[src/rtl/loop_uart_pkg.sv]
package loop_uart_pkg;

    typedef enum logic [2:0] {
        OFS_DATA = 3'd0,
        OFS_IEN  = 3'd1,
        OFS_IDFC = 3'd2,
        OFS_LCTL = 3'd3,
        OFS_MCTL = 3'd4,
        OFS_LSTS = 3'd5,
        OFS_MSTS = 3'd6,
        OFS_SCR  = 3'd7
    } reg_ofs_e;

    // interrupt enable bits
    localparam int IEN_RXD  = 0;
    localparam int IEN_TXE  = 1;
    localparam int IEN_LINE = 2;
    localparam int IEN_MDM  = 3;

    // queue control bits
    localparam int QC_ON    = 0;
    localparam int QC_CLRA  = 1;
    localparam int QC_CLRB  = 2;

    // modem control bits
    localparam int MC_DTR   = 0;
    localparam int MC_RTS   = 1;
    localparam int MC_OUT2  = 3;
    localparam int MC_AUTO  = 5;

    localparam int LC_LATCH = 7;

    // fixed trigger level of the receive queue
    localparam int TRIG_LEVEL = 1;

    // identification codes
    localparam logic [7:0] ID_LINE = 8'hC6;
    localparam logic [7:0] ID_RXD  = 8'hC4;
    localparam logic [7:0] ID_TXE  = 8'hC2;
    localparam logic [7:0] ID_MDM  = 8'hC0;
    localparam logic [7:0] ID_NONE = 8'hC1;

    // modem status constant part and flow bits
    localparam logic [7:0] MS_FIXED = 8'hA2;
    localparam logic [7:0] MS_FLOW  = 8'h11;

endpackage

[src/rtl/loop_uart_fifo.sv]
module loop_uart_fifo #(
    parameter int DEPTH = 16,
    parameter int WIDTH = 8
) (
    input  logic                         clk,
    input  logic                         rst_n,
    input  logic                         push,
    input  logic                         pop,
    input  logic                         clear,
    input  logic [WIDTH-1:0]             din,
    output logic [WIDTH-1:0]             dout,
    output logic [$clog2(DEPTH+1)-1:0]   count
);
    localparam int PTR_W = (DEPTH > 1) ? $clog2(DEPTH) : 1;
    localparam int CNT_W = $clog2(DEPTH + 1);

    typedef struct packed {
        logic [DEPTH-1:0][WIDTH-1:0] mem;
        logic [PTR_W-1:0]            head;
        logic [PTR_W-1:0]            tail;
        logic [CNT_W-1:0]            cnt;
    } fifo_st_t;

    fifo_st_t st_d, st_q;

    function automatic logic [PTR_W-1:0] ptr_inc(input logic [PTR_W-1:0] p);
        if (p == PTR_W'(DEPTH - 1)) return '0;
        return p + PTR_W'(1);
    endfunction

    always_comb begin
        st_d = st_q;
        if (clear) begin
            st_d.head = '0;
            st_d.tail = '0;
            st_d.cnt  = '0;
        end else begin
            if (push) begin
                st_d.mem[st_q.head] = din;
                st_d.head           = ptr_inc(st_q.head);
            end
            if (pop) begin
                st_d.tail = ptr_inc(st_q.tail);
            end
            case ({push, pop})
                2'b10:   st_d.cnt = st_q.cnt + CNT_W'(1);
                2'b01:   st_d.cnt = st_q.cnt - CNT_W'(1);
                default: st_d.cnt = st_q.cnt;
            endcase
        end
    end

    always_ff @(posedge clk) begin
        if (!rst_n) st_q <= '0;
        else        st_q <= st_d;
    end

    assign dout  = st_q.mem[st_q.tail];
    assign count = st_q.cnt;

endmodule

[src/rtl/loop_uart_irq_id.sv]
module loop_uart_irq_id
    import loop_uart_pkg::*;
(
    input  logic [3:0] ien,
    input  logic       overrun,
    input  logic       at_trigger,
    input  logic       q_empty,
    input  logic       mdm_line,
    output logic [7:0] ident
);
    always_comb begin
        if (ien[IEN_LINE] && overrun)        ident = ID_LINE;
        else if (ien[IEN_RXD] && at_trigger) ident = ID_RXD;
        else if (ien[IEN_TXE] && q_empty)    ident = ID_TXE;
        else if (ien[IEN_MDM] && mdm_line)   ident = ID_MDM;
        else                                 ident = ID_NONE;
    end
endmodule

[src/rtl/loop_uart_regs.sv]
module loop_uart_regs
    import loop_uart_pkg::*;
#(
    parameter int DEPTH = 16
) (
    input  logic       clk,
    input  logic       rst_n,
    input  logic [2:0] addr,
    input  logic       wr_en,
    input  logic       rd_en,
    input  logic [7:0] wdata,
    output logic [7:0] rdata,
    output logic       irq
);
    localparam int CNT_W = $clog2(DEPTH + 1);

    typedef struct packed {
        logic [3:0]  ien;
        logic [7:0]  lctl;
        logic [7:0]  mctl;
        logic [7:0]  scr;
        logic        q_on;
        logic        overrun;
        logic [15:0] divisor;
        logic [7:0]  rdata;
        logic        irq;
    } regs_st_t;

    regs_st_t st_d, st_q;

    logic             q_push, q_pop, q_clear;
    logic [7:0]       q_head;
    logic [CNT_W-1:0] fifo_count;
    logic [CNT_W-1:0] max_size;
    logic             q_empty, q_full, at_trigger, latch_mode, overrun_q;
    logic [15:0]      div_q;
    logic [7:0]       ident;
    logic             do_wr, do_rd;

    loop_uart_fifo #(.DEPTH(DEPTH), .WIDTH(8)) u_fifo (
        .clk   (clk),
        .rst_n (rst_n),
        .push  (q_push),
        .pop   (q_pop),
        .clear (q_clear),
        .din   (wdata),
        .dout  (q_head),
        .count (fifo_count)
    );

    assign max_size   = st_q.q_on ? CNT_W'(DEPTH) : CNT_W'(1);
    assign q_empty    = (fifo_count == '0);
    assign q_full     = (fifo_count >= max_size);
    assign at_trigger = (fifo_count >= CNT_W'(TRIG_LEVEL));
    assign latch_mode = st_q.lctl[LC_LATCH];
    assign overrun_q  = st_q.overrun;
    assign div_q      = st_q.divisor;
    assign do_wr      = wr_en;
    assign do_rd      = rd_en & ~wr_en;

    loop_uart_irq_id u_id (
        .ien        (st_q.ien),
        .overrun    (overrun_q),
        .at_trigger (at_trigger),
        .q_empty    (q_empty),
        .mdm_line   (st_q.mctl[MC_RTS] | st_q.mctl[MC_DTR]),
        .ident      (ident)
    );

    always_comb begin
        st_d     = st_q;
        st_d.irq = 1'b0;
        q_push   = 1'b0;
        q_pop    = 1'b0;
        q_clear  = 1'b0;

        if (do_wr) begin
            case (reg_ofs_e'(addr))
                OFS_DATA: begin
                    if (latch_mode) begin
                        st_d.divisor[7:0] = div_q[7:0] | wdata;
                    end else if (!q_full) begin
                        q_push       = 1'b1;
                        st_d.overrun = 1'b0;
                        if (st_q.ien[IEN_RXD] &&
                            (fifo_count + CNT_W'(1) == CNT_W'(TRIG_LEVEL)))
                            st_d.irq = 1'b1;
                    end else begin
                        st_d.overrun = 1'b1;
                        if (st_q.ien[IEN_LINE]) st_d.irq = 1'b1;
                    end
                end
                OFS_IEN: begin
                    if (latch_mode) begin
                        st_d.divisor[15:8] = div_q[15:8] | wdata;
                    end else begin
                        st_d.ien = wdata[3:0];
                        if (wdata[IEN_TXE] && q_empty) st_d.irq = 1'b1;
                    end
                end
                OFS_IDFC: begin
                    st_d.q_on = wdata[QC_ON];
                    if (wdata[QC_CLRA] || wdata[QC_CLRB]) q_clear = 1'b1;
                end
                OFS_LCTL: begin
                    st_d.lctl = wdata;
                    if (wdata[LC_LATCH]) st_d.divisor = '0;
                end
                OFS_MCTL: begin
                    st_d.mctl = wdata;
                    if (st_q.ien[IEN_MDM] &&
                        (wdata[MC_OUT2] || wdata[MC_RTS] || wdata[MC_DTR]))
                        st_d.irq = 1'b1;
                end
                OFS_SCR: st_d.scr = wdata;
                default: ;
            endcase
        end

        if (do_rd) begin
            case (reg_ofs_e'(addr))
                OFS_DATA: begin
                    if (latch_mode) begin
                        st_d.rdata = div_q[7:0];
                    end else begin
                        st_d.rdata = q_empty ? 8'h00 : q_head;
                        q_pop      = ~q_empty;
                        if (st_q.ien[IEN_TXE] && (fifo_count <= CNT_W'(1)))
                            st_d.irq = 1'b1;
                    end
                end
                OFS_IEN:  st_d.rdata = latch_mode ? div_q[15:8] : {4'h0, st_q.ien};
                OFS_IDFC: st_d.rdata = ident;
                OFS_LCTL: st_d.rdata = st_q.lctl;
                OFS_MCTL: st_d.rdata = st_q.mctl;
                OFS_LSTS: st_d.rdata = {1'b0, q_empty, q_empty, 3'b000,
                                        overrun_q, ~q_empty};
                OFS_MSTS: st_d.rdata = MS_FIXED |
                                       ((st_q.mctl[MC_AUTO] && q_full) ? 8'h00 : MS_FLOW);
                OFS_SCR:  st_d.rdata = st_q.scr;
                default:  ;
            endcase
        end
    end

    always_ff @(posedge clk) begin
        if (!rst_n) begin
            st_q      <= '0;
            st_q.q_on <= 1'b1;
        end else begin
            st_q <= st_d;
        end
    end

    assign rdata = st_q.rdata;
    assign irq   = st_q.irq;

endmodule

[config.mk]
export PLATFORM = sky130hd
export DESIGN_NAME = loop_uart_regs
export DESIGN_NICKNAME = d
export VERILOG_FILES = /design/src/rtl/loop_uart_pkg.sv /design/src/rtl/loop_uart_fifo.sv /design/src/rtl/loop_uart_irq_id.sv /design/src/rtl/loop_uart_regs.sv
export SDC_FILE = /design/constraint.sdc
export NUM_CORES = 1
export LEC_CHECK = 0
export BUFFER_PORTS_ARGS = -buffer_cell sky130_fd_sc_hd__buf_4
export CORE_ASPECT_RATIO = 0.6
export CORE_UTILIZATION = 54
export CTS_CLUSTER_DIAMETER = 60
export CTS_CLUSTER_SIZE = 12
export DETAILED_ROUTE_END_ITERATION = 10
export PLACE_DENSITY = 0.73
export SLEW_MARGIN = 10
export SYNTH_ARGS = -nofsm -noshare
export SYNTH_HDL_FRONTEND = slang
export SYNTH_SLANG_ARGS = --single-unit
export TNS_END_PERCENT = 5
[constraint.sdc]
create_clock -name clk -period 3 [get_ports clk]
set_clock_uncertainty 0.2 [all_clocks]
set_input_delay 0.15 -clock clk [delete_from_list [all_inputs] [get_ports clk]]
set_output_delay 0.15 -clock clk [all_outputs]
set_load 0.005 [all_outputs]
==> results.md <==
| Item | Reported |
|:---|:---|
| Critical Path Slowest Stage Cell | sky130_fd_sc_hd__or4b_4 |
| GRT Overall Usage | 26.9% |
| Die Y-Extent | 106 µm |
| Latest clock arrival within the worst-skew pair | 0.44 ns |
| Number of antenna-violating nets in the routed design | 0 |
| GP Congestion | 0.910 |
| Total negative slack | 0 ns |
| Flip-flop and latch count after synthesis | 196 |
| CORE AREA | 17500 µm² |
| I/O pin count | 24 |
| P per Cell Area | 488 nW/µm² |
| Final setup vio count | 0 |
| CP cell instances | inv_1 > ha_1 > or4b_4 > o21ai_4 > nand2_4 > ha_1 > buf_4 > nor2b_1 > a31oi_1 > o22ai_1 > nand2b_1 > a21oi_1 |
| HPWL reported at the end of detailed placement | 16000 µm |
| Number of buffers added by the clock tree synthesis step | 17 |
| Via count of the first global-routing pass | 6724 |
| Category of the worst setup path launch point | flip-flop |
| R2R setup slack | 0.13 ns |
| Slew Viols, Final | 0 |
| Initial Utilization | 56.3% |
| Total Nets Final | 981 |
| Worst Setup Path Type | flip-flop to flip-flop |
| Congestion Overflow GR | 0 |
| Setup Fix Bufs, Post-CTS | 0 |
| Final setup slack of the worst path | 0.127 ns |
| Via count | 6991 |
| Antenna violations before repair | 0 |
| Sort of element at the end of the critical path | flip-flop |
| Buffers & Inverters on Critical Path | 2 |
| Status | complete, no violations |
| Number of nets produced by synthesis | 995 |
| CTS H-Tree Depth | 4 |
| Violation count after the first detailed-routing iteration | 699 |
| Highest Clock Rate | 0.348 GHz |
| Maximum VDD drop | 0.437 mV |
| Number of iterations in the first detailed-routing pass | 6 |
| Post-Synthesis Cell Area | 9820 µm² |
| Worst slack at placement | 0.158 ns |
| Clock Sinks | 196 |
| LEAKAGE | 4.47 nW |
| Number of cells on the worst reg-to-reg path | 12 |
| Relative max-transition margin | 44.4% |
| Hold Fails Final Rpt | 0 |
| Hold Path Depth | 3 |
| Cell Rows | 37 |
| Reg-to-reg startpoint | u_fifo.count[0] |
| Post-synthesis cell count | 968 |
| Routed Wire Length | 24000 µm |
| Number of buffers between clock root and the deepest sink | 2 |
| Max cap viols | 0 |
| Async set-or-reset flop fraction in the synthesized netlist | 0% |
| Fill cells | 1435 |
| Library cell used as clock root buffer | sky130_fd_sc_hd__clkbuf_16 |
| CP max FO | 7 |
| Clock-pin slew reported for the worst setup and hold paths after clock tree synthesis | 0.08 ns |
| Seq/Total Area, Yosys | 40.0% |
| Pin count of the biggest net entering global routing | 62 |
| Chip width | 176 µm |
| Number of buffers added on ports | 23 |
| Area growth, synth to finish | 10.3% |
| Slew at the pin closest to its max-slew limit | 0.833 ns |
| Per-cell via count in the routed design | 5.82 |
| Delay-heaviest family, CP | simple AND/OR/NAND/NOR gates |
| Fraction of the cycle the final worst path needs | 95.8% |
| Hold WC Path Type | input port to flip-flop |
| Warnings, synthesis | 0 |
| Total design power | 0.00528 W |
| Required time of the worst setup path | 3.16 ns |
| Count of unique library cells instantiated by Yosys | 61 |
| Unrepaired setup endpoints after global routing | no |
| Final period demand of the worst path | 2.87 ns |
| Worst Hold Endpoint | irq |
| FF+latch area | 3930 µm² |
| Wire length of the first global-routing pass | 38300 µm |
| Critical R2R Capture | u_fifo.count[4] |
| Number of flops mapped to enable cells by yosys | 0 |
| Share of post-route cells with drive strength above 1 | 14.6% |
| Diode insertion count for antenna repair | 0 |
| Worst endpoint data arrival time | 3.03 ns |
| Average size of a mapped cell | 10.1 µm² |
| Residual DRC count | 0 |
| Die area | 18700 µm² |
| Worst hold start | addr[0] |
| Dominant register cell in the synthesized netlist | sky130_fd_sc_hd__dfxtp_1 |
| Post-detailed-route wirelength per cell | 20.0 µm |
| Worst stage delay on the critical path | 0.54 ns |
| CTS tree | done |
| Multi-input gate area in the final layout | 5460 µm² |
| Cell occurring most often along the worst timing path | sky130_fd_sc_hd__ha_1 |
-- kinds of logic (layout without fill, tap and decap cells) --
kind of cell | after synthesis | after routing | synth area share [%]
AO/OA/AOI/OAI | 127 | 127 | 8.56
XOR/XNOR | 9 | 9 | 0.803
adder cells (fa/ha/maj) | 12 | 12 | 1.53
buffers and inverters | 101 | 100 | 4.65
flip-flops | 196 | 196 | 40.0
multiplexers | 193 | 193 | 23.9
AND/OR/NAND/NOR | 330 | 330 | 20.6
-- state kept, by name, indices dropped and copies added, names as in the netlist --
signal,cells
u_fifo.st_q,136
st_q,28
div_q,16
rdata,8
u_fifo.count,5
irq,1
latch_mode,1
overrun_q,1
-- through the flow --
step / hold slack (ns) / utilization, % / cells / instance area [µm²]
after global routing: 0.0513 / 62.1 / 1201 / 10800
after floorplan: 0.116 / - / 968 / 9840
final: 0.0378 / 62.1 / 1201 / 10800
after CTS: 0.0235 / 62.0 / 1201 / 10800
after global placement: 0.235 / 57.9 / 1158 / 10100
after detailed placement: 0.241 / 57.9 / 1158 / 10100
-- final cells by class --
type | count | share of cell area [%]
Clock inverter | 14 | 1.62
Clock buffer | 18 | 3.96
Multi-Input combinational cell | 671 | 50.4
Tap cell | 234 | 2.70
Inverter | 12 | 0.416
Timing Repair Buffer | 56 | 4.60
Sequential cell | 196 | 36.3
-- power breakdown --
group	internal, W	switching, W	total [W]
Clock	0.00114	0.00118	0.00232
Sequential	0.00262	0.0000161	0.00264
Combinational	0.000127	0.000204	0.000331
Total	0.00389	0.00140	0.00528
-- worst max-delay path by stage --
stage,depth (start not counted),endpoint,from,slack (ns)
2_1_floorplan,12,u_fifo.count[3],u_fifo.count[0],0.01
3_3_place_gp,8,u_fifo.st_q[131],u_fifo.count[0],0.21
3_5_place_dp,8,u_fifo.st_q[132],u_fifo.count[0],0.16
4_1_cts,12,u_fifo.count[4],u_fifo.count[0],0.12
5_1_grt,12,u_fifo.count[4],u_fifo.count[0],0.02
6_report,12,u_fifo.count[4],u_fifo.count[0],0.13
-- cell usage after synthesis, drive strengths merged (2+ instances only) --
master  instances  area, µm²
a211o           2       17.5
a211oi          5       37.5
a21boi         25        188
a21oi          38        190
a311oi          2       17.5
a31oi           6       37.5
a32o            3       30.0
a41oi           2       17.5
and2            3       18.8
and3            4       25.0
buf            36        213
clkbuf         53        199
dfxtp         196       3920
ha             12        150
inv            12       45.0
mux2            2       22.5
mux2i         158       1580
mux4           33        743
nand2          76        285
nand2b          6       37.5
nand3          14       70.1
nand3b          2       15.0
nand4          20        342
nor2           42        158
nor2b         141        882
nor3            4       20.0
nor3b           5       48.8
nor4            3       33.8
o21ai          21        116
o221ai          4       35.0
o22ai           2       12.5
o31ai           4       30.0
or2             4       25.0
or3             3       23.8
xnor2           5       43.8
xor2            4       35.0
-- metal layers --
metal	part of all wire [%]	track usage, %	vias to the layer above
met5	0	0	-
met4	0.82	5.59	0
met3	8.4	8.12	19
met2	40	36.9	240
met1	50	40.7	3378
li1	-	-	3354
-- worst register-to-register path, cell delays in order, from the launching register on --
cell	delay [ns]
sky130_fd_sc_hd__dfxtp_4	0.39
sky130_fd_sc_hd__inv_1	0.08
sky130_fd_sc_hd__ha_1	0.29
sky130_fd_sc_hd__or4b_4	0.54
sky130_fd_sc_hd__o21ai_4	0.23
sky130_fd_sc_hd__nand2_4	0.09
sky130_fd_sc_hd__ha_1	0.21
sky130_fd_sc_hd__buf_4	0.16
sky130_fd_sc_hd__nor2b_1	0.11
sky130_fd_sc_hd__a31oi_1	0.05
sky130_fd_sc_hd__o22ai_1	0.17
sky130_fd_sc_hd__nand2b_1	0.09
sky130_fd_sc_hd__a21oi_1	0.18
-- layout by cell type, fill, tap and decap left out, types with 11 or more instances in the layout --
master                          instances
sky130_fd_sc_hd__dfxtp_1              193
sky130_fd_sc_hd__mux2i_1              158
sky130_fd_sc_hd__nor2b_1              141
sky130_fd_sc_hd__nand2_1               75
sky130_fd_sc_hd__nor2_1                42
sky130_fd_sc_hd__buf_4                 41
sky130_fd_sc_hd__a21oi_1               37
sky130_fd_sc_hd__mux4_2                33
sky130_fd_sc_hd__a21boi_0              25
sky130_fd_sc_hd__o21ai_0               20
sky130_fd_sc_hd__clkbuf_16             17
sky130_fd_sc_hd__nand4_4               15
sky130_fd_sc_hd__nand3_1               14
sky130_fd_sc_hd__inv_1                 12
sky130_fd_sc_hd__ha_1                  12
sky130_fd_sc_hd__dlygate4sd3_1         11
-- timing repair --
action                                 4_1_cts  5_1_grt
setup endpoints to repair                    0        2
gates resized for setup                      0        1
endpoints found under the hold margin      165        0
hold buffers                                11        0
(Power assumes the default switching activity.)
